### config.mk
export PLATFORM = sky130hd
export DESIGN_NAME = wp_lookup
export DESIGN_NICKNAME = d
export VERILOG_FILES = /design/src/rtl/wp_pkg.sv /design/src/rtl/wp_tag_store.sv /design/src/rtl/wp_way_match.sv /design/src/rtl/wp_predictor.sv /design/src/rtl/wp_lookup.sv
export SDC_FILE = /design/constraint.sdc
export NUM_CORES = 1
export LEC_CHECK = 0
export ABC_AREA = 0
export BUFFER_PORTS_ARGS = -buffer_cell sky130_fd_sc_hd__buf_4
export CAP_MARGIN = 20
export CORE_ASPECT_RATIO = 0.5
export CORE_MARGIN = 8
export CORE_UTILIZATION = 65
export CTS_CLUSTER_SIZE = 16
export DETAILED_ROUTE_END_ITERATION = 6
export PLACE_DENSITY = 0.83
export SYNTH_ARGS = -nofsm -noshare
export SYNTH_HDL_FRONTEND = slang
export SYNTH_SLANG_ARGS = --single-unit
### constraint.sdc
create_clock -name clk -period 4.55 [get_ports clk]
set_input_delay 0.2275 -clock clk [delete_from_list [all_inputs] [get_ports clk]]
set_output_delay 0.2275 -clock clk [all_outputs]
set_load 0.05 [all_outputs]
### src/rtl/wp_pkg.sv
package wp_pkg;
  // Sequencing of the lookup: idle accepts, recheck is the slow second cycle.
  typedef enum logic {
    LK_IDLE    = 1'b0,
    LK_RECHECK = 1'b1
  } lk_state_e;
endpackage

### src/rtl/wp_tag_store.sv
module wp_tag_store #(
  parameter int WAYS   = 4,
  parameter int SETS   = 4,
  parameter int TAG_W  = 4,
  parameter int DATA_W = 8,
  localparam int IDX_W = $clog2(SETS),
  localparam int WAY_W = $clog2(WAYS)
) (
  input  logic                         clk,
  input  logic                         rst_n,
  input  logic                         fill_en,
  input  logic [WAY_W-1:0]             fill_way,
  input  logic [IDX_W-1:0]             fill_idx,
  input  logic [TAG_W-1:0]             fill_tag,
  input  logic [DATA_W-1:0]            fill_data,
  input  logic [IDX_W-1:0]             rd_idx,
  output logic [WAYS-1:0]              rd_valid,
  output logic [WAYS-1:0][TAG_W-1:0]   rd_tag,
  output logic [WAYS-1:0][DATA_W-1:0]  rd_data
);
  for (genvar w = 0; w < WAYS; w++) begin : g_way
    logic [SETS-1:0]   vld_q;
    logic [TAG_W-1:0]  tag_q [SETS];
    logic [DATA_W-1:0] dat_q [SETS];
    logic              wr_this;

    assign wr_this = fill_en && (fill_way == WAY_W'(w));

    always_ff @(posedge clk or negedge rst_n) begin
      if (!rst_n) vld_q <= '0;
      else if (wr_this) vld_q[fill_idx] <= 1'b1;
    end

    always_ff @(posedge clk) begin
      if (wr_this) begin
        tag_q[fill_idx] <= fill_tag;
        dat_q[fill_idx] <= fill_data;
      end
    end

    assign rd_valid[w] = vld_q[rd_idx];
    assign rd_tag[w]   = tag_q[rd_idx];
    assign rd_data[w]  = dat_q[rd_idx];
  end
endmodule

### src/rtl/wp_way_match.sv
module wp_way_match #(
  parameter int WAYS  = 4,
  parameter int TAG_W = 4,
  localparam int WAY_W = $clog2(WAYS)
) (
  input  logic [WAYS-1:0]            way_valid,
  input  logic [WAYS-1:0][TAG_W-1:0] way_tag,
  input  logic [TAG_W-1:0]           cmp_tag,
  output logic [WAYS-1:0]            match,
  output logic                       any_match,
  output logic [WAY_W-1:0]           match_way
);
  for (genvar w = 0; w < WAYS; w++) begin : g_cmp
    assign match[w] = way_valid[w] && (way_tag[w] == cmp_tag);
  end

  assign any_match = |match;

  always_comb begin
    match_way = '0;
    for (int w = 0; w < WAYS; w++) begin
      if (match[w]) match_way = WAY_W'(w);
    end
  end
endmodule

### src/rtl/wp_predictor.sv
module wp_predictor #(
  parameter int WAYS = 4,
  parameter int SETS = 4,
  localparam int IDX_W = $clog2(SETS),
  localparam int WAY_W = $clog2(WAYS)
) (
  input  logic             clk,
  input  logic             rst_n,
  input  logic [IDX_W-1:0] rd_idx,
  output logic [WAY_W-1:0] rd_way,
  input  logic             upd_en,
  input  logic [IDX_W-1:0] upd_idx,
  input  logic [WAY_W-1:0] upd_way
);
  logic [WAY_W-1:0] guess_q [SETS];

  always_ff @(posedge clk or negedge rst_n) begin
    if (!rst_n) begin
      for (int s = 0; s < SETS; s++) guess_q[s] <= '0;
    end else if (upd_en) begin
      guess_q[upd_idx] <= upd_way;
    end
  end

  assign rd_way = guess_q[rd_idx];
endmodule

### src/rtl/wp_lookup.sv
module wp_lookup
  import wp_pkg::*;
#(
  parameter int WAYS   = 4,
  parameter int SETS   = 4,
  parameter int TAG_W  = 4,
  parameter int DATA_W = 8,
  localparam int IDX_W  = $clog2(SETS),
  localparam int WAY_W  = $clog2(WAYS),
  localparam int ADDR_W = TAG_W + IDX_W
) (
  input  logic              clk,
  input  logic              rst_n,
  input  logic              req_valid,
  output logic              req_ready,
  input  logic [ADDR_W-1:0] req_addr,
  output logic              rsp_valid,
  output logic              rsp_hit,
  output logic              rsp_fast,
  output logic [DATA_W-1:0] rsp_data,
  input  logic              fill_en,
  input  logic [WAY_W-1:0]  fill_way,
  input  logic [IDX_W-1:0]  fill_idx,
  input  logic [TAG_W-1:0]  fill_tag,
  input  logic [DATA_W-1:0] fill_data
);
  lk_state_e                  state_q;
  logic [IDX_W-1:0]           held_idx_q;
  logic [TAG_W-1:0]           held_tag_q;

  logic [IDX_W-1:0]           look_idx;
  logic [TAG_W-1:0]           look_tag;
  logic [WAYS-1:0]            set_valid;
  logic [WAYS-1:0][TAG_W-1:0] set_tag;
  logic [WAYS-1:0][DATA_W-1:0] set_data;
  logic [WAYS-1:0]            match;
  logic                       any_match;
  logic [WAY_W-1:0]           match_way;
  logic [WAY_W-1:0]           guess_way;
  logic                       accept;
  logic                       guess_hit;
  logic                       retrain;

  // In the recheck cycle the stored request drives the arrays.
  assign look_idx = (state_q == LK_RECHECK) ? held_idx_q : req_addr[IDX_W-1:0];
  assign look_tag = (state_q == LK_RECHECK) ? held_tag_q : req_addr[ADDR_W-1:IDX_W];

  wp_tag_store #(.WAYS(WAYS), .SETS(SETS), .TAG_W(TAG_W), .DATA_W(DATA_W)) u_store (
    .clk(clk), .rst_n(rst_n),
    .fill_en(fill_en), .fill_way(fill_way), .fill_idx(fill_idx),
    .fill_tag(fill_tag), .fill_data(fill_data),
    .rd_idx(look_idx), .rd_valid(set_valid), .rd_tag(set_tag), .rd_data(set_data)
  );

  wp_way_match #(.WAYS(WAYS), .TAG_W(TAG_W)) u_match (
    .way_valid(set_valid), .way_tag(set_tag), .cmp_tag(look_tag),
    .match(match), .any_match(any_match), .match_way(match_way)
  );

  wp_predictor #(.WAYS(WAYS), .SETS(SETS)) u_pred (
    .clk(clk), .rst_n(rst_n),
    .rd_idx(look_idx), .rd_way(guess_way),
    .upd_en(retrain), .upd_idx(held_idx_q), .upd_way(match_way)
  );

  assign req_ready = (state_q == LK_IDLE);
  assign accept    = req_valid && req_ready;
  // The guessed way picks the data before its compare is needed.
  assign guess_hit = match[guess_way];
  assign retrain   = (state_q == LK_RECHECK) && any_match;

  always_ff @(posedge clk or negedge rst_n) begin
    if (!rst_n) begin
      state_q    <= LK_IDLE;
      held_idx_q <= '0;
      held_tag_q <= '0;
      rsp_valid  <= 1'b0;
      rsp_hit    <= 1'b0;
      rsp_fast   <= 1'b0;
      rsp_data   <= '0;
    end else begin
      rsp_valid <= 1'b0;
      if (state_q == LK_RECHECK) begin
        state_q   <= LK_IDLE;
        rsp_valid <= 1'b1;
        rsp_hit   <= any_match;
        rsp_fast  <= 1'b0;
        rsp_data  <= any_match ? set_data[match_way] : '0;
      end else if (accept) begin
        if (guess_hit) begin
          rsp_valid <= 1'b1;
          rsp_hit   <= 1'b1;
          rsp_fast  <= 1'b1;
          rsp_data  <= set_data[guess_way];
        end else begin
          state_q    <= LK_RECHECK;
          held_idx_q <= req_addr[IDX_W-1:0];
          held_tag_q <= req_addr[ADDR_W-1:IDX_W];
        end
      end
    end
  end
endmodule

# After elaboration in Yosys (flattened, before gate mapping)
# Memory sizes are Yosys's and may differ from the RTL's.
# Cells that the tools add are included.
# classes
magnitude_cmp	8
n_eq_ne	7
n_mux	49
bitwise_logic	8
reduce_logical	18
# ops
operator	n
8-bit 2-to-1 mux	6
8-bit binary-select mux with 2-bit select	2
1-bit 2-to-1 mux	25
4-bit equality test	4
4-bit OR	4
1-bit logical AND	12
2-bit by 3-bit less-than comparator with 1-bit output (second input constant)	4
2-bit 2-to-1 mux	6
1-bit binary-select mux with 2-bit select	5
8-bit bitwise mux	1
3-bit >= comparator (second input constant)	2
2-bit inverter with 3-bit output	2
2-bit binary-select mux with 2-bit select	1
2-bit demux with 2-bit select	1
2-bit equality test (second input constant)	2
4-bit 2-to-1 mux	1
2-bit nonzero test	2
4-bit OR reduction	1
3-bit by 1-bit less-than comparator with 1-bit output (second input constant)	1
3-bit AND reduction	1
1-bit demux with 2-bit select	1
2-bit by 1-bit equality test with 1-bit output (second input constant)	1
2-bit by 1-bit >= comparator with 1-bit output (second input constant)	1
2-bit zero test	1
2 further kinds	3
# word_totals
reg_bits	42
mem_bits_rw	192
in_bits	26
out_inout_bits	12
wordCells	113
memories	8
# mem_list
memory	words	width	read_ports	rd_ports_with_merged_regs	wr	line_no	rtl
u_store.g_way[0].dat_q	4	8	1	0	1	wp_tag_store.sv:24	logic [DATA_W-1:0] dat_q [SETS];
u_store.g_way[1].dat_q	4	8	1	0	1	wp_tag_store.sv:24	
u_store.g_way[2].dat_q	4	8	1	0	1	wp_tag_store.sv:24	
u_store.g_way[3].dat_q	4	8	1	0	1	wp_tag_store.sv:24	
u_store.g_way[0].tag_q	4	4	1	0	1	wp_tag_store.sv:23	logic [TAG_W-1:0] tag_q [SETS];
u_store.g_way[1].tag_q	4	4	1	0	1	wp_tag_store.sv:23	
2 more memories	n/a	n/a	n/a	n/a	n/a	n/a	

# Longest topological paths before layout
# Gate-level depths: netlist (run 1).
# logic_depth
word_depth	11
ltp_mapped	13

# Hierarchy
# A second synthesis (run 1) with hierarchy kept.
# unflattened
hier_cells	451
area_unflattened_um2	9596.7
# by_module_without_submodules
mod	n_inst	cells_per_inst	area_per_inst_um2
wp_tag_store	1	316	7731.2
wp_lookup	1	78	1261.2
wp_predictor	1	22	375.4
wp_way_match	1	35	229.0

# Worst setup path before layout (run 1)
# Ideal clock, no wire load.
# synth_timing
kind	register -> register
startpoint	reg state_q
endpoint	reg rsp_data[0]
arrival_ns	2.827
t_required_ns	4.424
slack_ns	1.597
path_stages_with_launch	13
path_buffers	3
period_less_slack_ns	2.953
cell_sequence	dfrtp_1 > buf_6 > mux2_4 > buf_12 > buf_12 > mux2i_1 > xnor2_1 > nand3_1 > a221oi_4 > a2bb2oi_1 > o311ai_4 > nor2_2 > a221o_1
# synth_via
elab_chain_len	11
# synth_lines
element	line_no	rtl
start, declared	wp_lookup.sv:27	lk_state_e state_q;
start signal, assigned	wp_lookup.sv:74	state_q <= LK_IDLE;
start signal, assigned	wp_lookup.sv:84	state_q <= LK_IDLE;
start signal, assigned	wp_lookup.sv:96	state_q <= LK_RECHECK;
2-bit 2-to-1 mux	wp_lookup.sv:45	assign look_idx = (state_q == LK_RECHECK) ? held_idx_q : req_addr[IDX_W-1:0];
memory 4 x 4 bit or 1-bit binary-select mux with 2-bit select (tied branches)	n/a	
4-bit equality test or 1-bit 2-to-1 mux (tied branches)	wp_way_match.sv:14, wp_tag_store.sv:41	
1-bit logical AND	wp_way_match.sv:14	assign match[w] = way_valid[w] && (way_tag[w] == cmp_tag);
1-bit 2-to-1 mux	wp_way_match.sv:22	if (match[w]) match_way = WAY_W'(w);
2-bit 2-to-1 mux (2 in series)	wp_way_match.sv:22	
8-bit binary-select mux with 2-bit select	wp_lookup.sv:88	rsp_data <= any_match ? set_data[match_way] : '0;
8-bit 2-to-1 mux (not written as such)	wp_lookup.sv:88	
8-bit 2-to-1 mux	wp_lookup.sv:88	
8-bit 2-to-1 mux	wp_lookup.sv:83	if (state_q == LK_RECHECK) begin
end signal, assigned	wp_lookup.sv:88	
end signal, assigned	wp_lookup.sv:94	rsp_data <= set_data[guess_way];
end, declared	wp_lookup.sv:20	output logic [DATA_W-1:0] rsp_data,
# Parallel ways exist; a longest one is shown, timed or not. The select of a mux whose other input is x is not followed.
# A chain may end at the register's enable or synchronous reset.

# Worst setup path after layout (run 1)
# layout_timing
startpoint	reg state_q
endpoint	reg rsp_data[7]
# The elaborated chain is that of the path after synthesis.

==> results.cfg, run 1 <==
[clock_tree]
post_cts_buffers = 0
clock-sinks = 234
cts_buffers = 21
cts-resized-gates = 0
cts_tree = done
cts_hold_repair.buffers = 5
clock_latency_ns = 0.50
cts.clk_slew.worst_paths_ns = 0.07
clockRootBuffer = clkbuf_16
cts-htree-levels = 1
cts.path.max_buffers = 3

[final_layout]
layout.nets = 726
final_layout_size_suffix_gt1_share_pct = 23.2
antenna_cells = 0
n_fill_cell = 925
synthToLayoutAreaGrowth_pct = 11.7

[critical_path]
cp-startpoint = state_q
rrSetupSlack_ns = 0.46
cp.arrival_ns = 4.53
reg2reg_from = state_q
crit_cells = 8
setup.worst_path.end_class = flip-flop
path_cells = buf_4, mux2i_4, xnor2_1, nand3_1, a221oi_4, mux2i_1, a2111oi_4, a221o_1
crit_buf_inv = 1
reg2reg_depth = 8
reg2reg_to = rsp_data[7]
worst-setup-path-type = flip-flop to flip-flop
path_delay_family = compound AO/OA/AOI/OAI gates
required_ns = 4.98
critical_path.slowest_cell = a221oi_4
startpoint_type = flip-flop
crit_fanout = 19
slowest_delay_ns = 0.85

[timing]
grt_setup_unrepaired = no
final.setup.tns_ns = 0
finClkSkew_ns = 0.00788
period_share_pct = 90.0
hold_viol_final = 0
worstMarginPinSlew_ns = 1.02
finalMaxSlewViolations = 0
hold_slack_ns = 0.0274
fmax_mhz = 244
finalSetupViolCount = 0
post-route-min-period_ns = 4.09
relSlewSlack_pct = 30.2

[detailed_routing]
dr.first_iter.drc_count = 650
routed_wl_mm = 23.1
drtPass1Iterations = 6
dr_total_vias = 6125
via_per_inst = 6.67
ant_nets = 0
wl_per_cell_microns = 25.1
post-route-drc-count = 0

[synth]
yosysSeqAreaShare_pct = 67.1
syn_area_sq_mm = 0.0102
synth.area.top_cells = edfxtp_1 (57%), dfrtp_1 (10%), mux4_2 (7.5%), mux2i_1 (2.9%), nand2_1 (2.5%)
synth-edff-count = 192
synth_common_cells = edfxtp_1 (192), nand2_1 (69), dfrtp_1 (42)
synth_fp_nets = 671
synth_top_area_share_pct = 56.7
ys_ff_latch = 234
avgSynthCellArea_sq_um = 15.8
synth_top_area_cell = edfxtp_1
synthCells = 645
ys_warn_count = 0
yosysMostFrequentCell = edfxtp_1
ys_types = 66
synth-main-ff-cell = edfxtp_1
ys_async_sr_fraction_pct = 17.9

[power_and_ir_drop]
power.internal_mw = 4.29
sequentialPowerShare_pct = 39.9
pwr-share-comb_pct = 34.7
p_sw_share_pct = 34.6
ir_drop_mv = 0.261
p_switching_mw = 2.27
leakagePower_nw = 3.97
power_density_mw_per_mm2 = 578
p_clk_share_pct = 25.5

[job]
cap_violations = 0

[global_routing]
grt_max_degree = 43
grt_usage_pct = 23.3
overflow = 0
antenna_found_initial = 0
grt_pass1_wl_mm = 35.8
grt_pass1_vias = 6208

[floorplan]
num_rows = 32
start_util_pct = 66.3
die_h_microns = 104
die_w_microns = 193
core_sq_mm = 0.0153
dieArea_sq_mm = 0.0201
io_pins = 38

[hold_path]
min_path_type = input port to flip-flop
whs_endpoint = held_idx_q[1]
hold_path.startpoint = req_addr[1]
hold_depth = 2

[run_status]
status = finished, final reports clean

[place]
port_buffers = 37
place.gp.congestion = 0.844
dp_hpwl_mm = 14.7
[per-stage QoR]
| stage | utilization, % | cell area [sq um] | worst slack (ns) | total power [mW] | cells |
|---|---|---|---|---|---|
| 6_report | 74.0 | 11400 | 0.456 | 6.56 | 918 |
| 5_1_grt | 74.0 | 11400 | 0.217 | 6.82 | 918 |
| 4_1_cts | 74.0 | 11400 | 0.523 | 6.54 | 918 |
| 3_5_place_dp | 69.5 | 10700 | 0.527 | 4.86 | 876 |
| 3_3_place_gp | 69.5 | 10700 | 0.726 | 4.78 | 876 |
| 2_1_floorplan | - | 10200 | 1.60 | 4.40 | 645 |
[cell families after synthesis]
| kind of cell | after synthesis | share of synthesized area, % |
|---|---|---|
| XOR/XNOR | 19 | 1.64 |
| buffers and inverters | 47 | 2.63 |
| AO/OA/AOI/OAI | 101 | 8.30 |
| multiplexers | 75 | 12.0 |
| flip-flops | 234 | 67.1 |
| AND/OR/NAND/NOR | 169 | 8.34 |
[state kept, by name, summed over array words and instances, names as in the netlist]
name and cells:
u_store.g_way.tag_q 64, rsp_valid 1, u_store.g_way.dat_q 128, u_store.g_way.vld_q 16
state_q 1, rsp_hit 1, u_pred.guess_q 8, held_tag_q 4
rsp_fast 1, rsp_data 8, held_idx_q 2
[power by group through the flow]
stage / Combinational [mW] / Sequential [mW] / Clock, mW
global placement: 2.14 / 2.65 / 0
detailed placement: 2.21 / 2.65 / 0
global route: 2.43 / 2.63 / 1.76
CTS: 2.25 / 2.61 / 1.68
floorplan: 1.72 / 2.68 / 0
finish: 2.27 / 2.61 / 1.67
[worst register-to-register path: cells and delay by family, from the launching register on]
| family | cells | cell delay (ns) |
|---|---|---|
| buffers and inverters | 1 | 0.34 |
| DFF | 1 | 0.62 |
| xor gates and xnor gates | 1 | 0.19 |
| muxes | 2 | 0.91 |
| and+or+nand+nor | 1 | 0.13 |
| AOI/OAI and AO/OA | 3 | 1.86 |
[cell type report]
cell class | count | area [sq um] | share of cell area [%]
timing repair buffer | 62 | 478 | 4.21
tap | 204 | 255 | 2.25
inverter | 17 | 63.8 | 0.562
sequential | 234 | 6820 | 60.0
clock inverter | 11 | 95.1 | 0.838
multi-input combinational | 364 | 3100 | 27.3
clock buffer | 26 | 544 | 4.79
[cells in the final DEF (no fill, tap or decap), types with 5 or more instances in the layout]
cell,count
a21oi_1,12
xnor2_1,15
clkbuf_16,21
or3_1,6
dlygate4sd3_1,5
clkbuf_1,5
dfrtp_1,42
a221o_1,8
nor2_1,20
mux2_1,7
nand3_1,12
mux4_2,34
nor3_2,5
o21ai_0,18
nor3b_1,5
nand2_1,69
nand2b_1,5
edfxtp_1,192
or2_2,17
inv_1,16
a221oi_1,6
mux2i_1,29
o311ai_0,6
a22oi_1,14
buf_4,57
o22ai_1,11
[routing by layer]
metal  vias up  track usage (%)  part of all wire (%)
met5         -                0                     0
met4         0             7.92                   2.9
met3        61             4.22                   8.5
met2       345             36.5                    48
met1      3099             32.5                    41
li1       2620                -                     -
[worst max-delay path by stage]
stage             endpoint
4_1_cts        rsp_data[7]
6_report       rsp_data[7]
5_1_grt        rsp_data[0]
3_3_place_gp   rsp_data[4]
2_1_floorplan  rsp_data[0]
3_5_place_dp   rsp_data[1]
No activity file was read; power rests on OpenSTA's default activity.
==> run 2: changes to the inputs <==
--- a/config.mk
+++ b/config.mk
@@ -13,6 +13,7 @@
 export CORE_UTILIZATION = 65
 export CTS_CLUSTER_SIZE = 16
 export DETAILED_ROUTE_END_ITERATION = 6
+export GPL_TIMING_DRIVEN = 0
 export PLACE_DENSITY = 0.83
 export SYNTH_ARGS = -nofsm -noshare
 export SYNTH_HDL_FRONTEND = slang
==> run 2 against run 1 <==
Core utilization grew 1.5 points. Combinational power grew 11%. Worst setup slack gained 0.057 ns. Critical path depth grew 1. Clock power grew 2%. Design area grew 2.1%. First-iteration DRC count grew 51%. Largest power group unchanged.
==> results.cfg, run 2 (synthesis gave the netlist of run 1 again) <==
[timing]
relSlewSlack_pct = 20.9
finalSetupViolCount = 0
finClkSkew_ns = 0.0202
worstMarginPinSlew_ns = 1.15
hold_viol_final = 0
hold_slack_ns = 0.0224
fmax_mhz = 248
post-route-min-period_ns = 4.04
period_share_pct = 88.7
final.setup.tns_ns = 0
grt_setup_unrepaired = no
finalMaxSlewViolations = 0

[power_and_ir_drop]
p_sw_share_pct = 34.7
power.internal_mw = 4.44
power_density_mw_per_mm2 = 586
pwr-share-comb_pct = 37.1
sequentialPowerShare_pct = 37.7
p_switching_mw = 2.36
power_mw = 6.80
ir_drop_mv = 0.333
leakagePower_nw = 4.08
p_clk_share_pct = 25.2

[clock_tree]
clock_latency_ns = 0.52
cts.path.max_buffers = 3
cts_tree = done
cts-htree-levels = 1
cts_buffers = 20
clockRootBuffer = clkbuf_16
cts-resized-gates = 0
cts.clk_slew.worst_paths_ns = 0.07
clock-sinks = 234

[floorplan]
dieArea_sq_mm = 0.0201
die_w_microns = 193
io_pins = 38
core_sq_mm = 0.0153
num_rows = 32
start_util_pct = 66.3
die_h_microns = 104

[final_layout]
final_layout_size_suffix_gt1_share_pct = 24.1
antenna_cells = 0
final_cell_mix = edfxtp_1 (192), nand2_1 (69), buf_4 (42), dfrtp_1 (42), mux4_2 (34)
layout.cells.non_filler = 942
final_core_util_pct = 75.6
regMostFlops = u_store.g_way.dat_q
n_fill_cell = 878
multiInputGateArea_sq_mm = 0.00310
largest_reg_flops = 128
final_common_cell = edfxtp_1
layout.nets = 750
regArea_sq_mm = 0.00682
synthToLayoutAreaGrowth_pct = 14.0
largest_registers = u_store.g_way.dat_q (128), u_store.g_way.tag_q (64), u_store.g_way.vld_q (16)

[detailed_routing]
drtPass1Iterations = 6
routed_wl_mm = 24.0
via_per_inst = 6.76
post-route-drc-count = 0
dr_total_vias = 6370
dr.first_iter.drc_count = 983
ant_nets = 0
wl_per_cell_microns = 25.5

[global_routing]
antenna_found_initial = 0
grt_pass1_wl_mm = 36.8
grtUsageMet2_pct = 38.1
grt_max_degree = 43
overflow = 0
grt_usage_pct = 24.0
grt_pass1_vias = 6411
grt_busiest_layer = met2
use_met1_pct = 32.4
met3_usage_pct = 4.69

[critical_path]
cp.arrival_ns = 4.48
worst-setup-path-type = flip-flop to flip-flop
startpoint_type = flip-flop
required_ns = 5.00
rrSetupSlack_ns = 0.51
setup.worst_path.end_class = flip-flop
crit_fanout = 10

[place]
place.gp.congestion = 0.879
port_buffers = 36
dpl.cell_count = 900
dp_hpwl_mm = 15.5

[run_status]
status = finished, final reports clean

[job]
cap_violations = 0

[hold_path]
min_path_type = input port to flip-flop
-- run 2: cell count changes in the layout (fill, tap and decap cells not counted), sizes merged --
cell,change
clkbuf,+6
buf,+17
inv,-2
clkinvlp,-1
bufinv,+1
clkinv,+2
dlygate4sd3,+1
-- run 2: timing repair --
action                    4_1_cts  5_1_grt
hold buffers                    6        0
setup buffers                   0        0
hold endpoints to repair       47        0
-- run 2: cell type report --
cell class / instances / share of cell area [%]
flip-flops and latches: 234 / 58.8
multi-input cells: 364 / 26.8
clock buffers: 25 / 4.65
repair buffers: 57 / 4.28
well taps: 204 / 2.20
plain buffers: 30 / 1.76
clock inverters: 11 / 0.993
inverters: 17 / 0.551
-- run 2: critical path: stages, from the launching register on --
cell	delay (ns)
dfrtp_1	0.41
buf_6	0.21
mux2i_1	0.87
xnor2_1	0.23
nand3_1	0.16
a221oi_4	0.62
clkbuf_1	0.48
o311ai_0	0.31
a221oi_1	0.47
a221o_1	0.20
-- run 2: final timing paths --
kind / startpoint / cells past startpoint / end
min reg2reg: u_store.g_way[3].vld_q[0] / 1 / u_store.g_way[3].vld_q[0]
max in group asynchronous: rst_n / 2 / u_store.g_way[2].vld_q[2]
min: fill_data[0] / 1 / u_store.g_way[1].dat_q[2][0]
max: state_q / 9 / rsp_data[0]
max reg2reg: state_q / 9 / rsp_data[0]
min in group asynchronous: rst_n / 2 / rsp_data[4]
-- run 2: power groups by stage --
stage          clock network [mW]  logic (mW)  registers (mW)
6_report                     1.71        2.52            2.56
3_3_place_gp                    0        2.34            2.60
2_1_floorplan                   0        1.72            2.68
5_1_grt                      1.79        2.66            2.58
3_5_place_dp                    0        2.43            2.60
4_1_cts                      1.72        2.47            2.56
-- run 2: through the flow --
step / area [sq um] / worst slack, ns
floorplan: 10200 / 1.60
global placement: 10700 / 0.847
detailed placement: 10900 / 0.761
CTS: 11600 / 0.625
global route: 11600 / 0.491
finish: 11600 / 0.514
-- run 2: per-layer routing --
layer | wire length, microns | part of all wire (%)
met5 | 0 | 0
met1 | 9310 | 39
met4 | 899 | 3.7
met3 | 2350 | 9.8
met2 | 11500 | 48
